--- config.mk ---
export PLATFORM = sky130hd
export DESIGN_NAME = cfg_boot_loader
export DESIGN_NICKNAME = d
export VERILOG_FILES = /design/src/rtl/cfg_boot_pkg.sv /design/src/rtl/cfg_boot_tick.sv /design/src/rtl/cfg_boot_bitphy.sv /design/src/rtl/cfg_boot_seq.sv /design/src/rtl/cfg_boot_image.sv /design/src/rtl/cfg_boot_loader.sv
export SDC_FILE = /design/constraint.sdc
export NUM_CORES = 1
export LEC_CHECK = 0
export ABC_CLOCK_PERIOD_IN_PS = 3300
export BUFFER_PORTS_ARGS = -buffer_cell sky130_fd_sc_hd__buf_2
export CORE_MARGIN = 2
export CORE_UTILIZATION = 63
export DETAILED_ROUTE_END_ITERATION = 16
export PLACE_DENSITY = 0.84
export SETUP_SLACK_MARGIN = 0.3
export SYNTH_ARGS = -nofsm -noshare
export SYNTH_HDL_FRONTEND = slang
export SYNTH_SLANG_ARGS = --single-unit
export TNS_END_PERCENT = 50
--- constraint.sdc ---
create_clock -name clk -period 3.3 [get_ports clk]
set_input_delay 0.33 -clock clk [delete_from_list [all_inputs] [get_ports clk]]
set_output_delay 0.33 -clock clk [all_outputs]
set_load 0.03 [all_outputs]
--- src/rtl/cfg_boot_pkg.sv ---
package cfg_boot_pkg;

  // bit-level bus operations
  typedef enum logic [1:0] {
    BC_START = 2'd0,
    BC_STOP  = 2'd1,
    BC_WR    = 2'd2,
    BC_RD    = 2'd3
  } bit_cmd_e;

  // decoded base-region type
  typedef enum logic [1:0] {
    RG_NONE    = 2'd0,
    RG_IO      = 2'd1,
    RG_MEM     = 2'd2,
    RG_MEM_LOW = 2'd3
  } region_e;

  // boot sequence steps
  typedef enum logic [2:0] {
    SQ_START1 = 3'd0,
    SQ_DEVW   = 3'd1,
    SQ_WADDR  = 3'd2,
    SQ_START2 = 3'd3,
    SQ_DEVR   = 3'd4,
    SQ_DATA   = 3'd5,
    SQ_STOP   = 3'd6,
    SQ_END    = 3'd7
  } seq_e;

  // image layout, offsets relative to the first image byte
  localparam int VID_LO_OFS = 0;
  localparam int VID_HI_OFS = 1;
  localparam int RGN_OFS    = 16;
  localparam int SIG_NUM    = 3;
  localparam logic [7:0] SIG_BYTES [SIG_NUM] = '{8'hFF, 8'hE8, 8'h10};

  localparam logic [7:0] RGN_CODE_IO      = 8'h81;
  localparam logic [7:0] RGN_CODE_MEM     = 8'h80;
  localparam logic [7:0] RGN_CODE_MEM_LOW = 8'h82;

endpackage

--- src/rtl/cfg_boot_tick.sv ---
module cfg_boot_tick #(
  parameter int DIV = 4
) (
  input  logic clk,
  input  logic rst,
  output logic tick
);
  localparam int CW = (DIV > 1) ? $clog2(DIV) : 1;

  logic [CW-1:0] cnt;

  always_ff @(posedge clk) begin
    if (rst) begin
      cnt  <= '0;
      tick <= 1'b0;
    end else if (cnt == CW'(DIV - 1)) begin
      cnt  <= '0;
      tick <= 1'b1;
    end else begin
      cnt  <= cnt + 1'b1;
      tick <= 1'b0;
    end
  end
endmodule

--- src/rtl/cfg_boot_bitphy.sv ---
module cfg_boot_bitphy
  import cfg_boot_pkg::*;
(
  input  logic     clk,
  input  logic     rst,
  input  logic     tick,
  input  logic     cmd_valid,
  input  bit_cmd_e cmd,
  input  logic     wr_bit,
  input  logic     sda_in,
  output logic     bit_done,
  output logic     rd_bit,
  output logic     scl_low,
  output logic     sda_low
);
  // Four quarter-bit phases per operation:
  // 0 set SDA (SCL low), 1 raise SCL, 2 start/stop edge or sample, 3 lower SCL
  logic [1:0] phase;
  logic       active;
  bit_cmd_e   cur;
  logic       cur_bit;

  always_ff @(posedge clk) begin
    if (rst) begin
      phase    <= '0;
      active   <= 1'b0;
      cur      <= BC_STOP;
      cur_bit  <= 1'b0;
      bit_done <= 1'b0;
      rd_bit   <= 1'b0;
      scl_low  <= 1'b0;
      sda_low  <= 1'b0;
    end else begin
      bit_done <= 1'b0;
      if (!active) begin
        if (cmd_valid) begin
          active  <= 1'b1;
          cur     <= cmd;
          cur_bit <= wr_bit;
          phase   <= '0;
        end
      end else if (tick) begin
        phase <= phase + 1'b1;
        case (phase)
          2'd0: begin
            case (cur)
              BC_START: sda_low <= 1'b0;
              BC_STOP:  sda_low <= 1'b1;
              BC_WR:    sda_low <= !cur_bit;
              default:  sda_low <= 1'b0;
            endcase
          end
          2'd1: scl_low <= 1'b0;
          2'd2: begin
            case (cur)
              BC_START: sda_low <= 1'b1;
              BC_STOP:  sda_low <= 1'b0;
              BC_RD:    rd_bit  <= sda_in;
              default:  ;
            endcase
          end
          default: begin
            if (cur != BC_STOP) scl_low <= 1'b1;
            active   <= 1'b0;
            bit_done <= 1'b1;
          end
        endcase
      end
    end
  end
endmodule

--- src/rtl/cfg_boot_seq.sv ---
module cfg_boot_seq
  import cfg_boot_pkg::*;
#(
  parameter logic [6:0] DEV_ADDR   = 7'h50,
  parameter logic [7:0] IMG_OFFSET = 8'h40,
  parameter int         IMG_BYTES  = 64,
  localparam int        AW         = $clog2(IMG_BYTES)
) (
  input  logic          clk,
  input  logic          rst,
  output logic          cmd_valid,
  output bit_cmd_e      cmd,
  output logic          wr_bit,
  input  logic          bit_done,
  input  logic          rd_bit,
  output logic          wr_en,
  output logic [AW-1:0] wr_addr,
  output logic [7:0]    wr_data,
  output logic          done,
  output logic          addr_nack
);
  seq_e          st;
  logic          pend;
  logic [3:0]    bidx;   // 0..7 data bits, 8 acknowledge
  logic [AW-1:0] cnt;
  logic [7:0]    shreg;
  logic [7:0]    tx_byte;
  logic          last;
  logic          ack_slot;

  assign last     = (cnt == AW'(IMG_BYTES - 1));
  assign ack_slot = (bidx == 4'd8);

  always_comb begin
    case (st)
      SQ_DEVW:  tx_byte = {DEV_ADDR, 1'b0};
      SQ_WADDR: tx_byte = IMG_OFFSET;
      SQ_DEVR:  tx_byte = {DEV_ADDR, 1'b1};
      default:  tx_byte = 8'h00;
    endcase
  end

  always_comb begin
    case (st)
      SQ_START1, SQ_START2: cmd = BC_START;
      SQ_STOP:              cmd = BC_STOP;
      SQ_DATA:              cmd = ack_slot ? BC_WR : BC_RD;
      default:              cmd = ack_slot ? BC_RD : BC_WR;
    endcase
    wr_bit    = (st == SQ_DATA) ? last : tx_byte[3'(4'd7 - bidx)];
    cmd_valid = !pend && (st != SQ_END);
  end

  always_ff @(posedge clk) begin
    if (rst) begin
      st        <= SQ_START1;
      pend      <= 1'b0;
      bidx      <= '0;
      cnt       <= '0;
      shreg     <= '0;
      wr_en     <= 1'b0;
      wr_addr   <= '0;
      wr_data   <= '0;
      done      <= 1'b0;
      addr_nack <= 1'b0;
    end else begin
      wr_en <= 1'b0;
      if (cmd_valid) begin
        pend <= 1'b1;
      end else if (bit_done) begin
        pend <= 1'b0;
        case (st)
          SQ_START1: begin st <= SQ_DEVW; bidx <= '0; end
          SQ_START2: begin st <= SQ_DEVR; bidx <= '0; end
          SQ_DEVW, SQ_WADDR, SQ_DEVR: begin
            if (!ack_slot) begin
              bidx <= bidx + 1'b1;
            end else begin
              bidx <= '0;
              if (rd_bit) begin
                addr_nack <= 1'b1;
                st        <= SQ_STOP;
              end else if (st == SQ_DEVW) begin
                st <= SQ_WADDR;
              end else if (st == SQ_WADDR) begin
                st <= SQ_START2;
              end else begin
                st  <= SQ_DATA;
                cnt <= '0;
              end
            end
          end
          SQ_DATA: begin
            if (!ack_slot) begin
              shreg <= {shreg[6:0], rd_bit};
              bidx  <= bidx + 1'b1;
              if (bidx == 4'd7) begin
                wr_en   <= 1'b1;
                wr_addr <= cnt;
                wr_data <= {shreg[6:0], rd_bit};
              end
            end else begin
              bidx <= '0;
              if (last) st <= SQ_STOP;
              else      cnt <= cnt + 1'b1;
            end
          end
          SQ_STOP: begin
            st   <= SQ_END;
            done <= 1'b1;
          end
          default: ;
        endcase
      end
    end
  end
endmodule

--- src/rtl/cfg_boot_image.sv ---
module cfg_boot_image
  import cfg_boot_pkg::*;
#(
  parameter int AW = 6
) (
  input  logic          clk,
  input  logic          rst,
  input  logic          wr_en,
  input  logic [AW-1:0] wr_addr,
  input  logic [7:0]    wr_data,
  output logic          img_bad,
  output region_e       region
);
  logic [1:0] vid_ones;
  logic       sig_bad;

  always_ff @(posedge clk) begin
    if (rst) begin
      vid_ones <= '0;
      sig_bad  <= 1'b0;
      region   <= RG_NONE;
    end else if (wr_en) begin
      if (wr_addr == AW'(VID_LO_OFS)) vid_ones[0] <= (wr_data == 8'hFF);
      if (wr_addr == AW'(VID_HI_OFS)) vid_ones[1] <= (wr_data == 8'hFF);
      if (wr_addr == AW'(RGN_OFS)) begin
        case (wr_data)
          RGN_CODE_IO:      region <= RG_IO;
          RGN_CODE_MEM:     region <= RG_MEM;
          RGN_CODE_MEM_LOW: region <= RG_MEM_LOW;
          default:          region <= RG_NONE;
        endcase
      end
      for (int i = 0; i < SIG_NUM; i++) begin
        if (wr_addr == AW'(RGN_OFS + 1 + i) && wr_data != SIG_BYTES[i])
          sig_bad <= 1'b1;
      end
    end
  end

  assign img_bad = (&vid_ones) | sig_bad | (region == RG_NONE);
endmodule

--- src/rtl/cfg_boot_loader.sv ---
module cfg_boot_loader
  import cfg_boot_pkg::*;
#(
  parameter int         CLK_DIV    = 4,
  parameter logic [6:0] DEV_ADDR   = 7'h50,
  parameter logic [7:0] IMG_OFFSET = 8'h40,
  parameter int         IMG_BYTES  = 64,
  localparam int        AW         = $clog2(IMG_BYTES)
) (
  input  logic          clk,
  input  logic          rst,
  input  logic          sda_in,
  output logic          scl_oe,
  output logic          sda_oe,
  output logic          cfg_we,
  output logic [AW-1:0] cfg_addr,
  output logic [7:0]    cfg_data,
  output logic          boot_done,
  output logic          boot_error,
  output logic [1:0]    region_sel
);
  logic     tick;
  logic     sda_s1, sda_s2;
  logic     cmd_valid, wr_bit, bit_done, rd_bit;
  bit_cmd_e cmd;
  logic     seq_done, addr_nack, img_bad;
  region_e  region;

  always_ff @(posedge clk) begin
    if (rst) begin
      sda_s1     <= 1'b1;
      sda_s2     <= 1'b1;
      boot_done  <= 1'b0;
      boot_error <= 1'b0;
    end else begin
      sda_s1     <= sda_in;
      sda_s2     <= sda_s1;
      boot_done  <= seq_done;
      boot_error <= seq_done & (addr_nack | img_bad);
    end
  end

  cfg_boot_tick #(.DIV(CLK_DIV)) u_tick (
    .clk (clk),
    .rst (rst),
    .tick(tick)
  );

  cfg_boot_bitphy u_phy (
    .clk      (clk),
    .rst      (rst),
    .tick     (tick),
    .cmd_valid(cmd_valid),
    .cmd      (cmd),
    .wr_bit   (wr_bit),
    .sda_in   (sda_s2),
    .bit_done (bit_done),
    .rd_bit   (rd_bit),
    .scl_low  (scl_oe),
    .sda_low  (sda_oe)
  );

  cfg_boot_seq #(
    .DEV_ADDR  (DEV_ADDR),
    .IMG_OFFSET(IMG_OFFSET),
    .IMG_BYTES (IMG_BYTES)
  ) u_seq (
    .clk      (clk),
    .rst      (rst),
    .cmd_valid(cmd_valid),
    .cmd      (cmd),
    .wr_bit   (wr_bit),
    .bit_done (bit_done),
    .rd_bit   (rd_bit),
    .wr_en    (cfg_we),
    .wr_addr  (cfg_addr),
    .wr_data  (cfg_data),
    .done     (seq_done),
    .addr_nack(addr_nack)
  );

  cfg_boot_image #(.AW(AW)) u_img (
    .clk    (clk),
    .rst    (rst),
    .wr_en  (cfg_we),
    .wr_addr(cfg_addr),
    .wr_data(cfg_data),
    .img_bad(img_bad),
    .region (region)
  );

  assign region_sel = region;
endmodule

==> summary.txt, run 1 <==
outcome: finished clean
Final Hold Viols: 0
routed len/inst: 14.1 um
power per cell area: 460 nW/um2
combinational power share: 0.023
final design utilization: 0.724
initial drt markers: 124
CP Max Fanout: 22
Post-synth ARST share: 0
synthesized net count: 336
TritonCTS Sinks: 60
worst-skew pair later-pin latency: 0.34 ns
clock slew at reported path FFs: 0.07 ns
Arr. time, crit path: 2.70 ns
ys flop type: dfxtp_1
initial antenna violation count: 0
post-synth cell types: 46
CP Data Required Time: 3.50 ns
Max-slew headroom: 0.416
layout cells sized above 1: 0.142
fin crit period: 2.50 ns
post-CTS resize count: 0
Final Slew Violations: 0
drt drc: 0
H-tree levels: 3
fillcell total: 341
Die W: 70.9 um
Initial Util: 0.652
mean post-synth cell area: 8.78 um2
nets@finish: 354
Area contributors post-synth: dfxtp_1 43%, mux2i_1 9.2%, nor2_1 6.7%
setup repair bufs after CTS: 0
vias in the first global route: 2,061
final clock skew: 0.00949 ns
Core Rows: 24
Flop pwr share: 0.513
YS warnings: 0
cell taking the most area after synthesis: dfxtp_1
crit start category: flop
internal power: 0.00113 W
Max IR drop VDD: 0.519 mV
Fin Hold WS: 0.177 ns
die height: 70.9 um
GRT busiest layer: met2
max_cap viols: 0
post-detail-place hpwl: 3.71 mm
Worst Setup Path Type: flop to flop
Clock Tree Buf Depth: 2
first-pass GRT wire length: 9.68 mm
Leakage: 1.20 nW
top cell type's share of synthesized area: 0.426
IO Port Bufs: 23
Global Route Usage Sum: 0.243
Num CTS Buffers: 9
Core Box Area: 4320 um2
die area: 5030 um2
TritonRoute pass-1 iters: 4
post-synthesis sequential area ratio: 0.426
worst-margin pin slew: 0.875 ns
Worst R2R Setup Slack: 0.80 ns
FMAX: 0.400 GHz
count of final setup violators: 0
part of the power in the clock network: 0.464
GRT overflow: 0
GR Util met3: 0.0484
RSZ-0062 raised after global routing: no
Net Sw Power: 0.000309 W
met1 Resource Use GR: 0.332
# diodes: 0
vias post-DR: 2,271
worst hold path type: input pin to flop
Syn-to-layout area delta: 11.0%
setup_tns: 0 ns
count of flip-flops with a built-in enable after synthesis: 0
Final Wtd Congestion: 0.868
routed vias/inst: 5.73
post-route antenna net violation count: 0
Yosys reg bits: 60
Post-Syn Area: 2820 um2
largest net degree at the start of global routing: 43
Syn Inst Count: 321
Total Wirelength: 5.59 mm
CTS Hold Buffers Added: 0
final period utilization: 0.757
CTS tree: built
met2 Use GR: 0.373
Root Buffer: clkbuf_8
sw frac: 0.215
CP Capture Type: flop
io pins: 24
synth_stat cells (2+ instances only):
master     n
nor4_1     3
a211oi_1   6
a21oi_1   21
and3_1     5
nor3b_1    3
nand4_1    3
nand2_1   16
nor3_1     9
buf_6      2
or3_1      2
clkbuf_1  11
nand3b_1   3
ha_1      12
nand3_1   12
o21ai_0   12
nand2b_1   3
o31ai_1    2
inv_1     11
a31oi_1    7
xnor2_1    3
mux2i_1   26
buf_2      4
or2_2      2
nor2b_1    6
dfxtp_1   60
and2_1     4
nor2_1    50
or4_1      5
final timing paths:
kind	start	endpoint	depth (start not counted)
setup / recovery	u_seq.st[2]$_SDFFE_PP0P_	u_seq.wr_addr[1]$_SDFFE_PP0P_	5
hold / removal	sda_in	sda_s1$_SDFF_PP1_	2
setup reg to reg	u_seq.st[2]$_SDFFE_PP0P_	u_seq.wr_addr[1]$_SDFFE_PP0P_	5
hold reg to reg	sda_s1$_SDFF_PP1_	sda_s2$_SDFF_PP1_	1
kinds of logic (layout without fill, tap and decap cells):
kind of cell	after synthesis	count (layout)	share of synthesized area
simple gates	135	135	0.248
mux	26	26	0.0923
buf+inv	29	52	0.0457
flops	60	60	0.426
xor+xnor	4	4	0.0124
compound gates	55	55	0.122
fa+ha+maj	12	12	0.0533
power groups by stage:
stage	sequential [W]	clock [W]	combinational (W)
floorplan	0.000753	0	0.0000267
global placement	0.000754	0	0.0000329
detailed placement	0.000755	0	0.0000338
CTS	0.000739	0.000680	0.0000340
global route	0.000739	0.000706	0.0000394
finish	0.000739	0.000668	0.0000335
layout make-up:
| type | instances | area, um2 | share of cell area |
|---|---|---|---|
| multi-input combinational | 232 | 1490 | 0.476 |
| sequential | 60 | 1200 | 0.384 |
| clock buffer | 12 | 155 | 0.0496 |
| timing repair buffer | 25 | 130 | 0.0416 |
| tap | 52 | 65.1 | 0.0208 |
| clock inverter | 4 | 47.5 | 0.0152 |
| inverter | 11 | 41.3 | 0.0132 |
state kept, by name, summed over array words and instances (netlist names), 2 cells and up:
register and flops:
u_seq.bidx 4, u_seq.wr_data 8, u_img.region 2, u_seq.wr_addr 6, u_img.vid_ones 2, u_seq.shreg 7
u_seq.cnt 6, u_phy.cur 2, u_tick.cnt 2, u_phy.phase 2, u_seq.st 3
through the flow:
step | power [W] | setup WS, ns | cell area [um2] | std cells
after detailed placement | 0.000789 | 0.876 | 2930 | 380
after global routing | 0.00148 | 0.616 | 3130 | 396
after CTS | 0.00145 | 0.844 | 3130 | 396
after global placement | 0.000787 | 0.961 | 2930 | 380
final | 0.00144 | 0.803 | 3130 | 396
after floorplan | 0.000780 | 1.39 | 2820 | 321
placed cells by master (no fill, tap or decap), drive strengths merged, types with 2 or more instances in the layout:
| master | instances |
|---|---|
| nand3b | 3 |
| nand2 | 16 |
| clkinv | 2 |
| nand3 | 13 |
| ha | 12 |
| o31ai | 2 |
| or4 | 5 |
| and2 | 4 |
| o21ai | 12 |
| nor4 | 3 |
| a211oi | 6 |
| a31oi | 7 |
| a21oi | 21 |
| nor2 | 50 |
| inv | 11 |
| dfxtp | 60 |
| nand2b | 3 |
| nor3b | 3 |
| nor2b | 6 |
| nand4 | 3 |
| nor4b | 2 |
| clkbuf | 12 |
| buf | 25 |
| mux2i | 26 |
| or3 | 3 |
| xnor2 | 3 |
| and3 | 5 |
| or2 | 3 |
| a311oi | 2 |
| nor3 | 9 |
routing by layer:
metal,vias to the layer above,part of all wire
li1,1160,-
met1,1068,0.48
met2,34,0.46
met3,9,0.034
met4,0,0.020
met5,-,0
critical path, stage by stage, from the launching register on:
cell	delay, ns
dfxtp_1	0.73
and3b_1	0.30
and3_1	0.19
and4b_1	0.78
mux2i_1	0.29
nor2_1	0.05
No activity file was read; power rests on OpenSTA's default activity.
==> run 2, diff against run 1 <==
--- a/config.mk
+++ b/config.mk
@@ -5,12 +5,13 @@
 export SDC_FILE = /design/constraint.sdc
 export NUM_CORES = 1
 export LEC_CHECK = 0
-export ABC_CLOCK_PERIOD_IN_PS = 3300
+export ABC_AREA = 1
+export ABC_CLOCK_PERIOD_IN_PS = 2050
 export BUFFER_PORTS_ARGS = -buffer_cell sky130_fd_sc_hd__buf_2
 export CORE_MARGIN = 2
-export CORE_UTILIZATION = 63
+export CORE_UTILIZATION = 53
 export DETAILED_ROUTE_END_ITERATION = 16
-export PLACE_DENSITY = 0.84
+export PLACE_DENSITY = 0.75
 export SETUP_SLACK_MARGIN = 0.3
 export SYNTH_ARGS = -nofsm -noshare
 export SYNTH_HDL_FRONTEND = slang
==> constraint.sdc (replaced) <==
create_clock -name clk -period 2.05 [get_ports clk]
set_input_delay 0.205 -clock clk [delete_from_list [all_inputs] [get_ports clk]]
set_output_delay 0.205 -clock clk [all_outputs]
set_load 0.03 [all_outputs]
==> run 2 against run 1 <==
Compared with the run above: via count is 17% higher; worst hold slack worse by 0.12 ns; highest routed layer unchanged; flip-flop and latch count stayed put; synthesized cell count is 26% higher; sequential share of layout area is 2.5 points lower; register-to-register slack worse by 0.39 ns; critical path type unchanged; total power is 70% higher; clock power is 78% higher; critical endpoint unchanged.
==> summary.txt, run 2 <==
outcome: finished clean
top cell type's share of synthesized area: 0.407
top-count cell post-synth: nand2_1
final clock skew: 0.0114 ns
post-route antenna net violation count: 0
Yosys reg bits: 60
placed cell areas: 3090 um2
die area: 6170 um2
post-synth cell types: 29
max reg flops: 8
max_cap viols: 0
Syn Inst Count: 403
cell taking the most area after synthesis: dfxtp_1
initial antenna violation count: 0
# diodes: 0
worst-skew pair later-pin latency: 0.34 ns
DP Worst Slack: 0.265 ns
vias post-DR: 2,655
post-detail-place hpwl: 4.31 mm
worst-path cell with the longest stage delay: dfxtp_1
layout cells sized above 1: 0.168
mean post-synth cell area: 7.31 um2
count of flip-flops with a built-in enable after synthesis: 0
Design Area, Final: 3360 um2
fin crit period: 1.64 ns
largest register by flop count: u_seq.wr_data
crit-path max cell delay: 0.37 ns
Total Wirelength: 6.09 mm
Final Hold Viols: 0
Design Power: 0.00245 W
fillcell total: 502
setup ws final: 0.410 ns
ys flop type: dfxtp_1
GRT overflow: 0
drt drc: 0
Syn-to-layout area delta: 14.0%
Core Box Area: 5440 um2
Final Slew Violations: 0
Max-slew headroom: 0.636
most frequent cells in the layout: 69 x nand2_1, 57 x dfxtp_1, 51 x inv_1
power per cell area: 730 nW/um2
Arr. time, crit path: 1.87 ns
Global Route Usage Sum: 0.212
met2 routed WL: 2.80 mm
DRT met1 WL: 2.91 mm
die height: 78.6 um
CP Max Fanout: 23
Core Rows: 27
worst-margin pin slew: 0.545 ns
largest registers: u_seq.wr_data x8, u_seq.shreg x7
CP Cell Sequence: inv_1 -> ha_1 -> nand3_2 -> nand2_1 -> nor2_4 -> buf_12 -> nand2_8 -> o21ai_0 -> a21oi_1
count of final setup violators: 0
TritonCTS Sinks: 60
Max Used Layer: met4
FMAX: 0.610 GHz
Commonest cells post-synth: 69 x nand2_1, 60 x dfxtp_1, 51 x inv_1
Root Buffer: clkbuf_8
routed len/inst: 12.0 um
Post-Syn Area: 2950 um2
Clock Tree Buf Depth: 2
first-pass GRT wire length: 10.4 mm
post-synthesis sequential area ratio: 0.407
RSZ-0062 raised after global routing: no
Fin Hold WS: 0.0542 ns
H-tree levels: 3
CTS Hold Buffers Added: 0
CP Data Required Time: 2.28 ns
CTS tree: built
Leakage: 1.40 nW
final period utilization: 0.800
Max IR drop VDD: 0.500 mV
io pins: 24
initial drt markers: 103
setup_tns: 0 ns
Die W: 78.6 um
routed vias/inst: 5.24
met3 wire len: 266 um
Initial Util: 0.542
largest net degree at the start of global routing: 27
Worst Setup Path Type: flop to flop
IO Port Bufs: 23
Num CTS Buffers: 9
nets@finish: 445
Post-synth ARST share: 0
crit start category: flop
most common cell after layout, fill and taps aside: nand2_1
YS warnings: 0
CP Capture Type: flop
clock slew at reported path FFs: 0.08 ns
vias in the first global route: 2,369
Final Wtd Congestion: 0.877
worst hold path type: input pin to flop
Area contributors post-synth: dfxtp_1 41%, nand2_1 8.8%, a21oi_1 7.0%
synthesized net count: 418
TritonRoute pass-1 iters: 4
## run 2: power breakdown
| group | switching [W] | leakage, nW | internal [W] |
|---|---|---|---|
| sequential | 0.00000802 | 0.487 | 0.00118 |
| combinational | 0.0000452 | 0.808 | 0.0000274 |
| clock | 0.000503 | 0.106 | 0.000690 |
## run 2: area by class of cell
cell class	instances	area [um2]	share of cell area
clock buffers	9	124	0.0369
clock inverters	7	101	0.0302
inverters	51	191	0.0570
multi-input cells	279	1480	0.439
flip-flops and latches	60	1200	0.359
well taps	72	90.1	0.0268
repair buffers	29	173	0.0514
## run 2: critical path: cells and delay by family (launching register included)
kind	cells	cell delay (ns)
simple gates	4	0.47
flops	1	0.37
compound gates	2	0.22
buf+inv	2	0.22
fa+ha+maj	1	0.22
## run 2: kinds of logic after synthesis
family | count (synthesis) | synth area share
compound gates | 86 | 0.159
flops | 60 | 0.407
fa+ha+maj | 12 | 0.0509
simple gates | 180 | 0.283
xor+xnor | 1 | 0.00297
buf+inv | 64 | 0.0968
## run 2: timing repair
action / 4_1_cts / 5_1_grt
gates cloned: 0 / 0
gates resized for setup: 1 / 7
buffers inserted: 0 / 2
pin swaps: 0 / 2
endpoints found under the setup margin: 10 / 20
## run 2: path summary, 6_finish.rpt
kind,start,end,slack [ns],cells after the start
worst max register to register,u_seq.bidx[0]$_SDFFE_PP0P_,u_seq.wr_addr[1]$_SDFFE_PP0P_,0.41,9
worst max-delay path,u_seq.bidx[0]$_SDFFE_PP0P_,u_seq.wr_addr[1]$_SDFFE_PP0P_,0.41,9
worst min-delay path,sda_in,sda_s1$_SDFF_PP1_,0.05,2
worst min register to register,sda_s1$_SDFF_PP1_,sda_s2$_SDFF_PP1_,0.42,1
## run 2: through the flow
stage          utilization  cells
6_report             0.618    507
4_1_cts              0.610    505
5_1_grt              0.618    507
2_1_floorplan            -    403
3_5_place_dp         0.568    489
3_3_place_gp         0.568    489
## run 2: layer usage
layer	vias to the layer above	GRT usage
met5	-	0
met4	0	0.0912
met3	12	0.0517
met2	60	0.340
met1	1215	0.272
li1	1368	-
==> run 3, diff against run 2 <==
--- a/config.mk
+++ b/config.mk
@@ -6,12 +6,12 @@
 export NUM_CORES = 1
 export LEC_CHECK = 0
 export ABC_AREA = 1
-export ABC_CLOCK_PERIOD_IN_PS = 2050
+export ABC_CLOCK_PERIOD_IN_PS = 1550
 export BUFFER_PORTS_ARGS = -buffer_cell sky130_fd_sc_hd__buf_2
 export CORE_MARGIN = 2
-export CORE_UTILIZATION = 53
+export CORE_UTILIZATION = 59
 export DETAILED_ROUTE_END_ITERATION = 16
-export PLACE_DENSITY = 0.75
+export PLACE_DENSITY = 0.79
 export SETUP_SLACK_MARGIN = 0.3
 export SYNTH_ARGS = -nofsm -noshare
 export SYNTH_HDL_FRONTEND = slang
==> constraint.sdc (replaced) <==
create_clock -name clk -period 1.55 [get_ports clk]
set_input_delay 0.155 -clock clk [delete_from_list [all_inputs] [get_ports clk]]
set_output_delay 0.155 -clock clk [all_outputs]
set_load 0.03 [all_outputs]
==> run 3 against run 2 <==
Compared with the run above: combinational power up 64%; flip-flop and latch count unchanged; critical path depth is 1 lower; worst setup slack worse by 0.28 ns; critical endpoint is now u_seq.shreg[5]$_SDFFE_PP0P_; via count up 8.7%.
==> summary.txt, run 3 (synthesized netlist as in run 2, its figures left out) <==
outcome: finished clean
final design utilization: 0.807
multi-input logic area: 1690 um2
Die W: 74.7 um
# diodes: 0
internal power: 0.00288 W
CP Max Fanout: 6
FMAX: 0.703 GHz
crit start category: flop
Fin Hold WS: 0.248 ns
nets@finish: 474
CP Data Required Time: 1.79 ns
drt drc: 0
die height: 74.7 um
Core Box Area: 4790 um2
H-tree levels: 3
initial drt markers: 133
layout cells sized above 1: 0.310
part of the power in the clock network: 0.529
Max-slew headroom: 0.720
Initial Util: 0.616
vias post-DR: 2,887
CP Capture Type: flop
final period utilization: 0.918
RSZ-0062 raised after global routing: yes
Leakage: 1.63 nW
Total Wirelength: 7.57 mm
worst-path cell with the longest stage delay: dfxtp_4
fillcell total: 314
Inst Count DP: 495
Final Slew Violations: 0
largest registers: u_seq.wr_data x8, u_seq.shreg x7
clock slew at reported path FFs: 0.06 ns
CTS tree: built
worst-margin pin slew: 0.416 ns
largest net degree at the start of global routing: 27
cell mode on critical path: nand2_4
TritonRoute pass-1 iters: 5
IO Port Bufs: 23
routed vias/inst: 5.44
io pins: 24
TritonCTS Sinks: 60
post-detail-place hpwl: 4.56 mm
count of final setup violators: 0
Flop pwr share: 0.438
combinational power share: 0.033
max reg flops: 8
largest register by flop count: u_seq.wr_data
worst-skew pair later-pin latency: 0.35 ns
Final Hold Viols: 0
max_cap viols: 0
fin crit period: 1.42 ns
Net Sw Power: 0.000699 W
Num CTS Buffers: 9
sw frac: 0.195
crit-path max cell delay: 0.39 ns
most frequent cells in the layout: 58 x nand2_1, 50 x dfxtp_1, 44 x inv_1
first-pass GRT wire length: 11.8 mm
Arr. time, crit path: 1.66 ns
vias in the first global route: 2,639
most common cell after layout, fill and taps aside: nand2_1
power per cell area: 926 nW/um2
Final Non-Filler Cells: 531
Design Power: 0.00358 W
final clock skew: 0.00757 ns
Final Wtd Congestion: 0.898
Worst Setup Path Type: flop to flop
Clock Tree Buf Depth: 2
storage element area: 1220 um2
Max IR drop VDD: 0.883 mV
post-route antenna net violation count: 0
Global Route Usage Sum: 0.281
CP Cell Sequence: nand3_4 -> nand2_4 -> nand2_4 -> nor2_4 -> buf_6 -> inv_1 -> o21ai_1 -> a21oi_1
worst hold path type: input pin to flop
Core Rows: 25
die area: 5580 um2
routed len/inst: 14.3 um
Syn-to-layout area delta: 31.0%
GRT overflow: 0
Root Buffer: clkbuf_8
setup_tns: 0 ns
initial antenna violation count: 0
[run 3: power by group through the flow]
stage / Combinational, W / Sequential, W / Clock (W)
detailed placement: 0.0000976 / 0.00161 / 0
global route: 0.000132 / 0.00157 / 0.00196
finish: 0.000119 / 0.00157 / 0.00189
CTS: 0.000102 / 0.00157 / 0.00190
global placement: 0.0000940 / 0.00161 / 0
floorplan: 0.0000733 / 0.00160 / 0
[run 3: what timing repair did]
action,in CTS,in global routing
hold buffers,1,0
setup buffers,11,5
cloned,3,0
pin swaps,11,22
resized for setup,28,43
endpoints found under the hold margin,1,0
setup endpoints to repair,42,47
[run 3: final cells by class]
class                   instances  area share
multi-input cells             282       0.438
flip-flops and latches         60       0.317
repair buffers                 55       0.103
inverters                      51      0.0515
clock buffers                  12      0.0376
clock inverters                 4      0.0311
well taps                      67      0.0217
[run 3: per-stage QoR]
step | cell area (um2) | setup slack (ns)
3_5_place_dp | 3210 | 0.0311
5_1_grt | 3860 | 0.0212
2_1_floorplan | 2990 | 0.233
3_3_place_gp | 3210 | 0.0441
6_report | 3860 | 0.127
4_1_cts | 3700 | 0.197
[run 3: worst paths after layout]
path	cells after the start	from	slack, ns	to
max	8	u_seq.st[2]$_SDFFE_PP0P_	0.13	u_seq.shreg[5]$_SDFFE_PP0P_
min reg2reg	1	sda_s1$_SDFF_PP1_	0.42	sda_s2$_SDFF_PP1_
max reg2reg	8	u_seq.st[2]$_SDFFE_PP0P_	0.13	u_seq.shreg[5]$_SDFFE_PP0P_
min	3	rst	0.25	u_phy.cur[0]$_SDFFE_PP1P_
[run 3: metal layers]
| layer | GRT usage | up-vias | wire, um |
|---|---|---|---|
| met4 | 0.0933 | 0 | 153 |
| met5 | 0 | - | 0 |
| met3 | 0.103 | 18 | 464 |
| met1 | 0.342 | 1329 | 3250 |
| li1 | - | 1439 | - |
| met2 | 0.462 | 101 | 3700 |
[run 3: worst max-delay path, delay by kind of cell (launching register included)]
family | cells | cell delay [ns]
buffers and inverters | 2 | 0.22
and+or+nand+nor | 4 | 0.48
AOI/OAI and AO/OA | 2 | 0.22
DFF | 1 | 0.39
